===== config.mk =====
export PLATFORM = sky130hd
export DESIGN_NAME = ext_bus_if
export DESIGN_NICKNAME = d
export VERILOG_FILES = /design/src/rtl/ebi_pkg.sv /design/src/rtl/ebi_cfg_bank.sv /design/src/rtl/ebi_area_decode.sv /design/src/rtl/ebi_cycle_seq.sv /design/src/rtl/ext_bus_if.sv
export SDC_FILE = /design/constraint.sdc
export NUM_CORES = 1
export LEC_CHECK = 0
export BUFFER_PORTS_ARGS = -buffer_cell sky130_fd_sc_hd__buf_2
export CORE_MARGIN = 2
export CORE_UTILIZATION = 53
export DETAILED_ROUTE_END_ITERATION = 10
export HOLD_SLACK_MARGIN = 0.12
export PLACE_DENSITY = 0.8
export SLEW_MARGIN = 20
export SYNTH_ARGS = -nofsm -noshare
export SYNTH_HDL_FRONTEND = slang
export SYNTH_SLANG_ARGS = --single-unit

===== constraint.sdc =====
create_clock -name clk -period 1.8 [get_ports clk]
set_input_delay 0.09 -clock clk [delete_from_list [all_inputs] [get_ports clk]]
set_output_delay 0.09 -clock clk [all_outputs]
set_load 0.01 [all_outputs]

===== src/rtl/ebi_pkg.sv =====
package ebi_pkg;

    localparam int WAIT_W = 2;
    localparam int CFG_W  = WAIT_W + 2;

    // Per-area setting, laid out as written on the configuration port
    typedef struct packed {
        logic [WAIT_W-1:0] waits;
        logic              three;
        logic              wide;
    } area_cfg_t;

    typedef enum logic [2:0] {
        ST_IDLE,
        ST_GAP,
        ST_T1,
        ST_T2,
        ST_TW,
        ST_T3
    } bus_st_e;

endpackage


===== src/rtl/ebi_cfg_bank.sv =====
module ebi_cfg_bank
    import ebi_pkg::*;
#(
    parameter int N_AREAS = 8,
    parameter int SEL_W   = 4
) (
    input  logic             clk,
    input  logic             rst_n,
    input  logic             cfg_we,
    input  logic [SEL_W-1:0] cfg_sel,
    input  logic [CFG_W-1:0] cfg_wdata,
    output area_cfg_t        area_cfg_o [N_AREAS],
    output logic             idle_rr_en_o,
    output logic             idle_rw_en_o
);

    localparam logic [SEL_W-1:0] IDLE_SEL = SEL_W'(N_AREAS);
    localparam area_cfg_t CFG_RESET = '{waits: '1, three: 1'b1, wide: 1'b0};

    logic [1:0] idle_en_d, idle_en_q;

    generate
        for (genvar g = 0; g < N_AREAS; g++) begin : g_area
            area_cfg_t cfg_d, cfg_q;

            always_comb begin
                cfg_d = cfg_q;
                if (cfg_we && cfg_sel == SEL_W'(g)) begin
                    cfg_d = area_cfg_t'(cfg_wdata);
                end
            end

            always_ff @(posedge clk or negedge rst_n) begin
                if (!rst_n) cfg_q <= CFG_RESET;
                else        cfg_q <= cfg_d;
            end

            assign area_cfg_o[g] = cfg_q;
        end
    endgenerate

    always_comb begin
        idle_en_d = idle_en_q;
        if (cfg_we && cfg_sel == IDLE_SEL) begin
            idle_en_d = cfg_wdata[1:0];
        end
    end

    always_ff @(posedge clk or negedge rst_n) begin
        if (!rst_n) idle_en_q <= 2'b11;
        else        idle_en_q <= idle_en_d;
    end

    assign idle_rr_en_o = idle_en_q[0];
    assign idle_rw_en_o = idle_en_q[1];

endmodule


===== src/rtl/ebi_area_decode.sv =====
module ebi_area_decode #(
    parameter  int N_AREAS = 8,
    localparam int AREA_W  = $clog2(N_AREAS)
) (
    input  logic [AREA_W-1:0]  area_i,
    input  logic               active_i,
    output logic [N_AREAS-1:0] cs_n_o
);

    generate
        for (genvar g = 0; g < N_AREAS; g++) begin : g_cs
            assign cs_n_o[g] = !(active_i && area_i == AREA_W'(g));
        end
    endgenerate

endmodule


===== src/rtl/ebi_cycle_seq.sv =====
module ebi_cycle_seq
    import ebi_pkg::*;
#(
    parameter  int ADDR_W  = 24,
    parameter  int DATA_W  = 16,
    parameter  int N_AREAS = 8,
    localparam int AREA_W  = $clog2(N_AREAS),
    localparam int BYTE_W  = DATA_W / 2
) (
    input  logic              clk,
    input  logic              rst_n,
    input  logic              req_i,
    input  logic              we_i,
    input  logic [ADDR_W-1:0] addr_i,
    input  logic [DATA_W-1:0] wdata_i,
    input  logic [1:0]        be_i,
    input  logic [AREA_W-1:0] req_area_i,
    input  area_cfg_t         area_cfg_i [N_AREAS],
    input  logic              idle_rr_en_i,
    input  logic              idle_rw_en_i,
    input  logic [DATA_W-1:0] ext_din_i,
    output logic              ready_o,
    output logic [DATA_W-1:0] rdata_o,
    output logic [ADDR_W-1:0] ext_addr_o,
    output logic [DATA_W-1:0] ext_dout_o,
    output logic              ext_doe_o,
    output logic              rd_n_o,
    output logic              wrh_n_o,
    output logic              wrl_n_o,
    output logic              active_o,
    output logic [AREA_W-1:0] area_o
);

    typedef struct packed {
        bus_st_e           st;
        logic [AREA_W-1:0] area;
        area_cfg_t         cfg;
        logic              we;
        logic [ADDR_W-1:1] waddr;
        logic [DATA_W-1:0] wdata;
        logic [1:0]        be;
        logic              split;
        logic              half;
        logic [WAIT_W-1:0] wcnt;
        logic              prev_valid;
        logic              prev_read;
        logic [AREA_W-1:0] prev_area;
        logic              ready;
        logic [DATA_W-1:0] rdata;
    } seq_t;

    seq_t s_d, s_q;

    logic unused_addr_lsb;
    assign unused_addr_lsb = addr_i[0];

    // Which byte the current (narrow) bus cycle carries
    logic cur_lo;
    logic active;
    logic wr_phase;
    logic need_gap;
    logic last_state;
    logic [BYTE_W-1:0] din_hi, din_lo;

    assign cur_lo = s_q.split ? s_q.half : !s_q.be[1];
    assign active = (s_q.st == ST_T1) || (s_q.st == ST_T2) ||
                    (s_q.st == ST_TW) || (s_q.st == ST_T3);
    assign wr_phase = active && s_q.we && (s_q.st != ST_T1);
    assign din_hi = ext_din_i[DATA_W-1:BYTE_W];
    assign din_lo = ext_din_i[BYTE_W-1:0];

    assign need_gap = s_q.prev_valid && s_q.prev_read &&
                      ((!we_i && idle_rr_en_i && (req_area_i != s_q.prev_area)) ||
                       (we_i && idle_rw_en_i));

    always_comb begin
        s_d        = s_q;
        s_d.ready  = 1'b0;
        last_state = 1'b0;

        case (s_q.st)
            ST_IDLE: begin
                if (req_i && !s_q.ready) begin
                    s_d.area  = req_area_i;
                    s_d.cfg   = area_cfg_i[req_area_i];
                    s_d.we    = we_i;
                    s_d.waddr = addr_i[ADDR_W-1:1];
                    s_d.wdata = wdata_i;
                    s_d.be    = be_i;
                    s_d.split = !area_cfg_i[req_area_i].wide && (be_i == 2'b11);
                    s_d.half  = 1'b0;
                    s_d.rdata = '0;
                    s_d.st    = need_gap ? ST_GAP : ST_T1;
                end
            end
            ST_GAP: s_d.st = ST_T1;
            ST_T1:  s_d.st = ST_T2;
            ST_T2: begin
                if (s_q.cfg.three) begin
                    if (s_q.cfg.waits != '0) begin
                        s_d.st   = ST_TW;
                        s_d.wcnt = s_q.cfg.waits;
                    end else begin
                        s_d.st = ST_T3;
                    end
                end else begin
                    last_state = 1'b1;
                end
            end
            ST_TW: begin
                if (s_q.wcnt == WAIT_W'(1)) s_d.st = ST_T3;
                else                        s_d.wcnt = s_q.wcnt - WAIT_W'(1);
            end
            ST_T3:   last_state = 1'b1;
            default: s_d.st = ST_IDLE;
        endcase

        if (last_state) begin
            if (!s_q.we) begin
                if (s_q.cfg.wide) begin
                    s_d.rdata = {s_q.be[1] ? din_hi : BYTE_W'(0),
                                 s_q.be[0] ? din_lo : BYTE_W'(0)};
                end else if (cur_lo) begin
                    s_d.rdata[BYTE_W-1:0] = din_hi;
                end else begin
                    s_d.rdata[DATA_W-1:BYTE_W] = din_hi;
                end
            end
            if (s_q.split && !s_q.half) begin
                s_d.half = 1'b1;
                s_d.st   = ST_T1;
            end else begin
                s_d.st         = ST_IDLE;
                s_d.ready      = 1'b1;
                s_d.prev_valid = 1'b1;
                s_d.prev_read  = !s_q.we;
                s_d.prev_area  = s_q.area;
            end
        end
    end

    always_ff @(posedge clk or negedge rst_n) begin
        if (!rst_n) begin
            s_q    <= '0;
            s_q.st <= ST_IDLE;
        end else begin
            s_q <= s_d;
        end
    end

    assign ready_o    = s_q.ready;
    assign rdata_o    = s_q.rdata;
    assign ext_addr_o = {s_q.waddr, cur_lo};
    assign ext_dout_o = s_q.cfg.wide ? s_q.wdata :
                        {(cur_lo ? s_q.wdata[BYTE_W-1:0] : s_q.wdata[DATA_W-1:BYTE_W]),
                         BYTE_W'(0)};
    assign ext_doe_o  = active && s_q.we;
    assign rd_n_o     = !(active && !s_q.we);
    assign wrh_n_o    = !(wr_phase && (!s_q.cfg.wide || s_q.be[1]));
    assign wrl_n_o    = !(wr_phase && s_q.cfg.wide && s_q.be[0]);
    assign active_o   = active;
    assign area_o     = s_q.area;

    // completion is a single-cycle pulse
    a_r3_ready_pulse: assert property (@(posedge clk) disable iff (!rst_n)
        s_q.ready |=> !s_q.ready);

    // wait states occur only on three-state areas
    a_r4_wait_three_only: assert property (@(posedge clk) disable iff (!rst_n)
        (s_q.st == ST_TW) |-> s_q.cfg.three);

    // no write strobe in the first bus state
    a_r5_no_wr_first: assert property (@(posedge clk) disable iff (!rst_n)
        (s_q.st == ST_T1) |-> (wrh_n_o && wrl_n_o));

    // narrow areas never use the lower write strobe
    a_r7_narrow_lo_quiet: assert property (@(posedge clk) disable iff (!rst_n)
        !s_q.cfg.wide |-> wrl_n_o);

    // a split request completes only after its second half
    a_r8_split_second: assert property (@(posedge clk) disable iff (!rst_n)
        (s_q.ready && s_q.split) |-> s_q.half);

    // the idle cycle drives nothing
    a_r9_gap_quiet: assert property (@(posedge clk) disable iff (!rst_n)
        (s_q.st == ST_GAP) |-> (rd_n_o && wrh_n_o && wrl_n_o && !ext_doe_o));

    // captured setting holds for the whole cycle
    a_r12_cfg_held: assert property (@(posedge clk) disable iff (!rst_n)
        (s_q.st != ST_IDLE) |=> ((s_q.st == ST_IDLE) || $stable(s_q.cfg)));

endmodule


===== src/rtl/ext_bus_if.sv =====
module ext_bus_if
    import ebi_pkg::*;
#(
    parameter  int ADDR_W  = 24,
    parameter  int DATA_W  = 16,
    parameter  int N_AREAS = 8,
    parameter  int SEL_W   = 4,
    localparam int AREA_W  = $clog2(N_AREAS)
) (
    input  logic               clk,
    input  logic               rst_n,
    input  logic               cfg_we,
    input  logic [SEL_W-1:0]   cfg_sel,
    input  logic [CFG_W-1:0]   cfg_wdata,
    input  logic               req,
    input  logic               req_we,
    input  logic [ADDR_W-1:0]  req_addr,
    input  logic [DATA_W-1:0]  req_wdata,
    input  logic [1:0]         req_be,
    output logic               ready,
    output logic [DATA_W-1:0]  rdata,
    output logic [ADDR_W-1:0]  ext_addr,
    output logic [DATA_W-1:0]  ext_dout,
    output logic               ext_doe,
    input  logic [DATA_W-1:0]  ext_din,
    output logic               ext_rd_n,
    output logic               ext_wrh_n,
    output logic               ext_wrl_n,
    output logic [N_AREAS-1:0] ext_cs_n
);

    area_cfg_t         area_cfg [N_AREAS];
    logic              idle_rr_en, idle_rw_en;
    logic              bus_active;
    logic [AREA_W-1:0] cur_area;

    ebi_cfg_bank #(.N_AREAS(N_AREAS), .SEL_W(SEL_W)) u_cfg (
        .clk          (clk),
        .rst_n        (rst_n),
        .cfg_we       (cfg_we),
        .cfg_sel      (cfg_sel),
        .cfg_wdata    (cfg_wdata),
        .area_cfg_o   (area_cfg),
        .idle_rr_en_o (idle_rr_en),
        .idle_rw_en_o (idle_rw_en)
    );

    ebi_cycle_seq #(.ADDR_W(ADDR_W), .DATA_W(DATA_W), .N_AREAS(N_AREAS)) u_seq (
        .clk          (clk),
        .rst_n        (rst_n),
        .req_i        (req),
        .we_i         (req_we),
        .addr_i       (req_addr),
        .wdata_i      (req_wdata),
        .be_i         (req_be),
        .req_area_i   (req_addr[ADDR_W-1 -: AREA_W]),
        .area_cfg_i   (area_cfg),
        .idle_rr_en_i (idle_rr_en),
        .idle_rw_en_i (idle_rw_en),
        .ext_din_i    (ext_din),
        .ready_o      (ready),
        .rdata_o      (rdata),
        .ext_addr_o   (ext_addr),
        .ext_dout_o   (ext_dout),
        .ext_doe_o    (ext_doe),
        .rd_n_o       (ext_rd_n),
        .wrh_n_o      (ext_wrh_n),
        .wrl_n_o      (ext_wrl_n),
        .active_o     (bus_active),
        .area_o       (cur_area)
    );

    ebi_area_decode #(.N_AREAS(N_AREAS)) u_dec (
        .area_i   (cur_area),
        .active_i (bus_active),
        .cs_n_o   (ext_cs_n)
    );

    // at most one chip select low
    a_r1_cs_onehot: assert property (@(posedge clk) disable iff (!rst_n)
        $onehot0(~ext_cs_n));

    // a chip select is low exactly when a read strobe or write drive is active
    a_r1_cs_with_cycle: assert property (@(posedge clk) disable iff (!rst_n)
        (ext_cs_n != '1) == (!ext_rd_n || ext_doe));

    // read and write strobes are never low together
    a_r5_rd_wr_excl: assert property (@(posedge clk) disable iff (!rst_n)
        !ext_rd_n |-> (ext_wrh_n && ext_wrl_n));

endmodule


# Word-level counts from Yosys, hierarchy flattened
# Cells that the tools add are included.
[totals]
wordCells = 173
output_inout_bits = 69
register_bits = 112
inputBits = 71
[classes]
mux = 33
addsub = 1
n_eq_ne = 31
bitwise_logic = 2
n_reduce_logical = 63
order_cmp = 1
[op_table]
columns = ["op", "count"]
rows = [
  ["16-bit 2-to-1 mux", 5],
  ["54-bit 2-to-1 mux", 1],
  ["8-bit 2-to-1 mux", 5],
  ["1-bit logical AND", 31],
  ["3-bit == test (second input constant)", 6],
  ["1-bit zero test", 18],
  ["3-bit case mux with 6 select lines", 1],
  ["17-bit 2-to-1 mux", 1],
  ["4-bit by 3-bit == test with 1-bit output (second input constant)", 4],
  ["4-bit binary-select mux with 3-bit select", 1],
  ["3-bit by 2-bit == test with 1-bit output (second input constant)", 4],
  ["2-bit 2-to-1 mux", 5],
  ["3-bit 2-to-1 mux", 3],
  ["4-bit by 2-bit == test with 1-bit output (second input constant)", 2],
  ["4-bit 2-to-1 mux", 2],
  ["4-bit AND reduction", 2],
  ["1-bit 2-to-1 mux", 7],
  ["3-bit by 1-bit == test with 1-bit output (second input constant)", 2],
  ["3-bit zero test", 2],
  ["3-bit by 1-bit inequality test with 1-bit output (second input constant)", 2],
  ["3-bit by 2-bit inequality test with 1-bit output (second input constant)", 2],
  ["1-bit logical OR", 5],
  ["4-bit by 1-bit == test with 1-bit output (second input constant)", 1],
  ["4-bit == test (second input constant)", 1],
  ["other kinds (14)", 18],
]

# Longest topological paths before layout
[logic_depth]
word_depth = 10
mapped_depth = 6
depth_no_buf = 5

# By module
# A second synthesis with hierarchy kept.
[hier_totals]
hier_cells = 525
hier_area_um2 = 5591.6
[modules_own_cells]
columns = ["module", "seq_area_each_um2", "instances", "area_each_um2", "cells_per_inst"]
rows = [
  ["ebi_cycle_seq", 1951.9, 1, 4130.2, 435],
  ["ebi_cfg_bank", 883.3, 1, 1385.1, 82],
  ["ebi_area_decode", 0.0, 1, 76.3, 8],
]

# Worst setup path after synthesis
# Ideal clock, no wire load.
[synth_timing]
kind = "reg2reg"
start = "register u_seq.s_q[77] (netlist bit)"
end = "register u_seq.s_q, in the netlist u_seq.ext_addr_o[16]"
period_less_slack_ns = 1.550
required_ns = 1.675
path_stages_with_launch = 6
arrival_ns = 1.425
path_slack_ns = 0.250
setup_ns = 0.125
n_path_buf = 2
path_cell_list = "dfrtp_1 buf_6 nor3b_1 nand2_2 buf_2 mux2_4"
[synth_via]
elab_chain_len = 2
[synth_lines]
columns = ["item", "line", "rtl"]
rows = [
  ["start, declared", "ebi_cycle_seq.sv:52", "seq_t s_d, s_q;"],
  ["3-bit zero test", "ebi_cycle_seq.sv:81", "case (s_q.st)"],
  ["2-bit AND reduction (no line)", "--", ""],
]
# Every way passes these cells.
# A chain may end at the register's enable or synchronous reset.

# Final worst setup path
[layout_timing]
start = "register u_seq.s_q[25] (netlist bit)"
end = "output port ext_dout[12]"
[layout_via]
elab_chain_len = 3
[layout_lines]
columns = ["item", "line", "rtl"]
rows = [
  ["1-bit 2-to-1 mux", "ebi_cycle_seq.sv:65", "assign cur_lo = s_q.split ? s_q.half : !s_q.be[1];"],
  ["8-bit 2-to-1 mux", "ebi_cycle_seq.sv:155", "{(cur_lo ? s_q.wdata[BYTE_W-1:0] : s_q.wdata[DATA_W-1:BYTE_W]),"],
  ["16-bit 2-to-1 mux", "ebi_cycle_seq.sv:154", "assign ext_dout_o = s_q.cfg.wide ? s_q.wdata :"],
  ["end, declared", "ext_bus_if.sv:23", "output logic [DATA_W-1:0] ext_dout,"],
]
# Every way passes these cells.

==> out/qor.csv <==
metric,value,unit
result of the run,finished with violations,
failing checks,negative setup slack,
Clock Pin Slew Worst Setup and Hold Paths,120,ps
Pleak,3.40,nW
worst hold slack,139,ps
Starting Density,53.9,%
drt pass-1 iters,4,
net count after synthesis,488,
Final WS setup,-115,ps
Via Count,4004,
largest stage delay on the critical path,400,ps
H-tree levels,3,
violation count after the first detailed-route iteration,215,
Die ar.,11200,sq um
Die Width,106,microns
global-route wire length before repair,21400,microns
total of max-cap violations,0,
"non-filler cells, final",731,
Synth cell types,50,
Root Buffer,clkbuf_8,
drt drc,0,
Fmax,522,MHz
CP max stage cell,dfrtp_1,
GRT Util Overall,24.4,%
WL final,13500,microns
"delay-heaviest family, CP",flip-flops,
"most common cell after layout, fill and taps aside",buf_2,
"critical path, cell by cell",nor2b_4 > nor3_4 > buf_12 > mux2_2 > buf_6,
setup TNS,-736,ps
Rel. slew slack,62.9,%
placer congestion estimate,0.827,
CP Buf/Inv Count,2,
Antenna diodes,0,
GR Layer Usage met3,5.07,%
Post-Syn Area,5490,sq um
height of the die,106,microns
Seq. cell area,2760,sq um
Via density,5.48,
worst slew pin tran,557,ps
Mapped Cells,416,
Nets,662,
period utilization,106,%
Power Density,1620,nW/um^2
grt peak-use layer,met2,
Final Hold Fails,0,
Fillers,699,
M2 GR Usage,42.9,%
DR WL/cell,18.5,microns
Max Slew Vio Count,0,
I/O Buffers,138,
layout cells sized above 1,53.4,%
Util after Layout,70.0,%
largest net degree at the start of global routing,42,
Cell Rows,37,
grt ovf,0,
ys async rst share,100,%
WP data arrival,1830,ps
Startpoint Class,register,
Worst-Skew Late Latency,380,ps
CTS tree,done,
number of synthesized flops with an enable pin,0,
multi-input logic area,2350,sq um
initial antenna violation count,0,
Tmin final,1920,ps
Clock Path Buffers,2,
GR Layer Usage met1,29.2,%
Post-Place Cells,646,
most frequent cells in the layout,"buf_2 (127), dfrtp_1 (82), dlygate4sd3_1 (61)",
top_reg_cell synth,dfrtp_1,
Post-DP HPWL,8360,microns
hold crit path type,in2reg,
CP Max Fanout,9,
Tot Pwr,11.6,mW
area added between synthesis and finish,29.9,%
I/O pin cnt,140,
Sink Count,109,
Avg Inst Size Synth,13.2,sq um
Num CTS Buffers,9,
RSZ-0062 raised after global routing,true,
vias in the first global route,4247,
Final setup viols,8,
worst-case clock skew,20.4,ps
CP required,1710,ps
"Seq/Total Area, Yosys",50.3,%
CP Capture Type,output port,
CP Class,reg2out,
register bit total from synthesis,109,
VDD IR max,895,uV
Core Region,10200,sq um
Syn. warnings,0,
number of nets with antenna violations after routing,0,
[routing by layer]
| layer | vias up | wire length [microns] |
|---|---|---|
| li1 | 1792 | - |
| met1 | 2002 | 5330 |
| met2 | 169 | 7020 |
| met3 | 41 | 664 |
| met4 | 0 | 478 |
| met5 | - | 0 |
[registers in the layout (all words and copies together) (netlist names)]
register          cells
u_cfg.idle_en_q       2
u_seq.ready_o         1
u_seq.rdata_o        16
u_cfg.area_cfg_o     32
u_seq.s_q            35
u_seq.ext_addr_o     23
[cell families (layout without fill, tap and decap cells)]
logic type	Yosys count	in the layout	share of synthesized area [%]
mux	99	99	24.7
fa+ha+maj	1	1	0.228
compound gates	60	60	8.14
simple gates	80	80	8.16
xor+xnor	3	3	0.479
flops	109	109	50.3
buf+inv	64	243	8.05
[through the flow]
step | setup slack (ps) | instance area (sq um)
CTS | -102 | 7080
global placement | 182 | 6080
floorplan | 250 | 5490
global route | -180 | 7130
finish | -115 | 7130
detailed placement | 136 | 6080
[report_power, final]
part | switching [mW] | internal, mW
Sequential | 0.748 | 3.52
Combinational | 2.46 | 3.14
Clock | 0.877 | 0.806
[cell type report]
class                           count  area share (%)
Multi-Input combinational cell    243            32.9
Inverter                            5           0.263
Clock buffer                        9            1.74
Timing Repair Buffer              222            22.5
Clock inverter                      7            1.47
Tap cell                          136            2.39
Sequential cell                   109            38.7
[Yosys cell counts (all sizes together), types with 3 or more instances]
library cell / instances / area, sq um
o2bb2ai: 8 / 70.1
xnor2: 3 / 26.3
inv: 5 / 18.8
and2: 11 / 68.8
nor2b: 6 / 40.0
nand3b: 3 / 22.5
nor3b: 5 / 48.8
dfstp: 26 / 683
o211ai: 11 / 96.3
clkbuf: 4 / 15.0
nand2b: 5 / 31.3
mux2i: 4 / 40.0
buf: 55 / 408
nor2: 6 / 22.5
mux2: 87 / 1130
dfrtp: 83 / 2080
mux4: 8 / 180
nand2: 32 / 123
nand3: 3 / 15.0
nand4b: 3 / 26.3
o21ai: 17 / 85.1
a22oi: 8 / 60.1
[worst paths after layout]
kind	slack, ps	endpoint	cells after the start	startpoint
setup / recovery	-120	ext_dout[12]	5	u_seq.s_q[25]$_DFFE_PN0P_
hold / removal	140	u_seq.ext_addr_o[23]$_DFFE_PN0P_	2	req_addr[23]
setup reg to reg	70	u_seq.rdata_o[6]$_DFF_PN0_	7	u_seq.s_q[77]$_DFFE_PN0P_
hold reg to reg	510	u_seq.s_q[22]$_DFFE_PN0P_	1	u_seq.s_q[22]$_DFFE_PN0P_
max in group asynchronous	880	u_cfg.idle_en_q[1]$_DFFE_PN1P_	3	rst_n
min in group asynchronous	220	u_seq.rdata_o[15]$_DFF_PN0_	2	rst_n
[timing repair]
action	CTS	global route
endpoints found under the setup margin	17	24
gates resized for setup	17	11
setup buffers	6	1
pin swaps	1	3
gates cloned	1	0
endpoints found under the hold margin	132	0
hold buffers	61	0
Power figures use the tool's default switching activity.
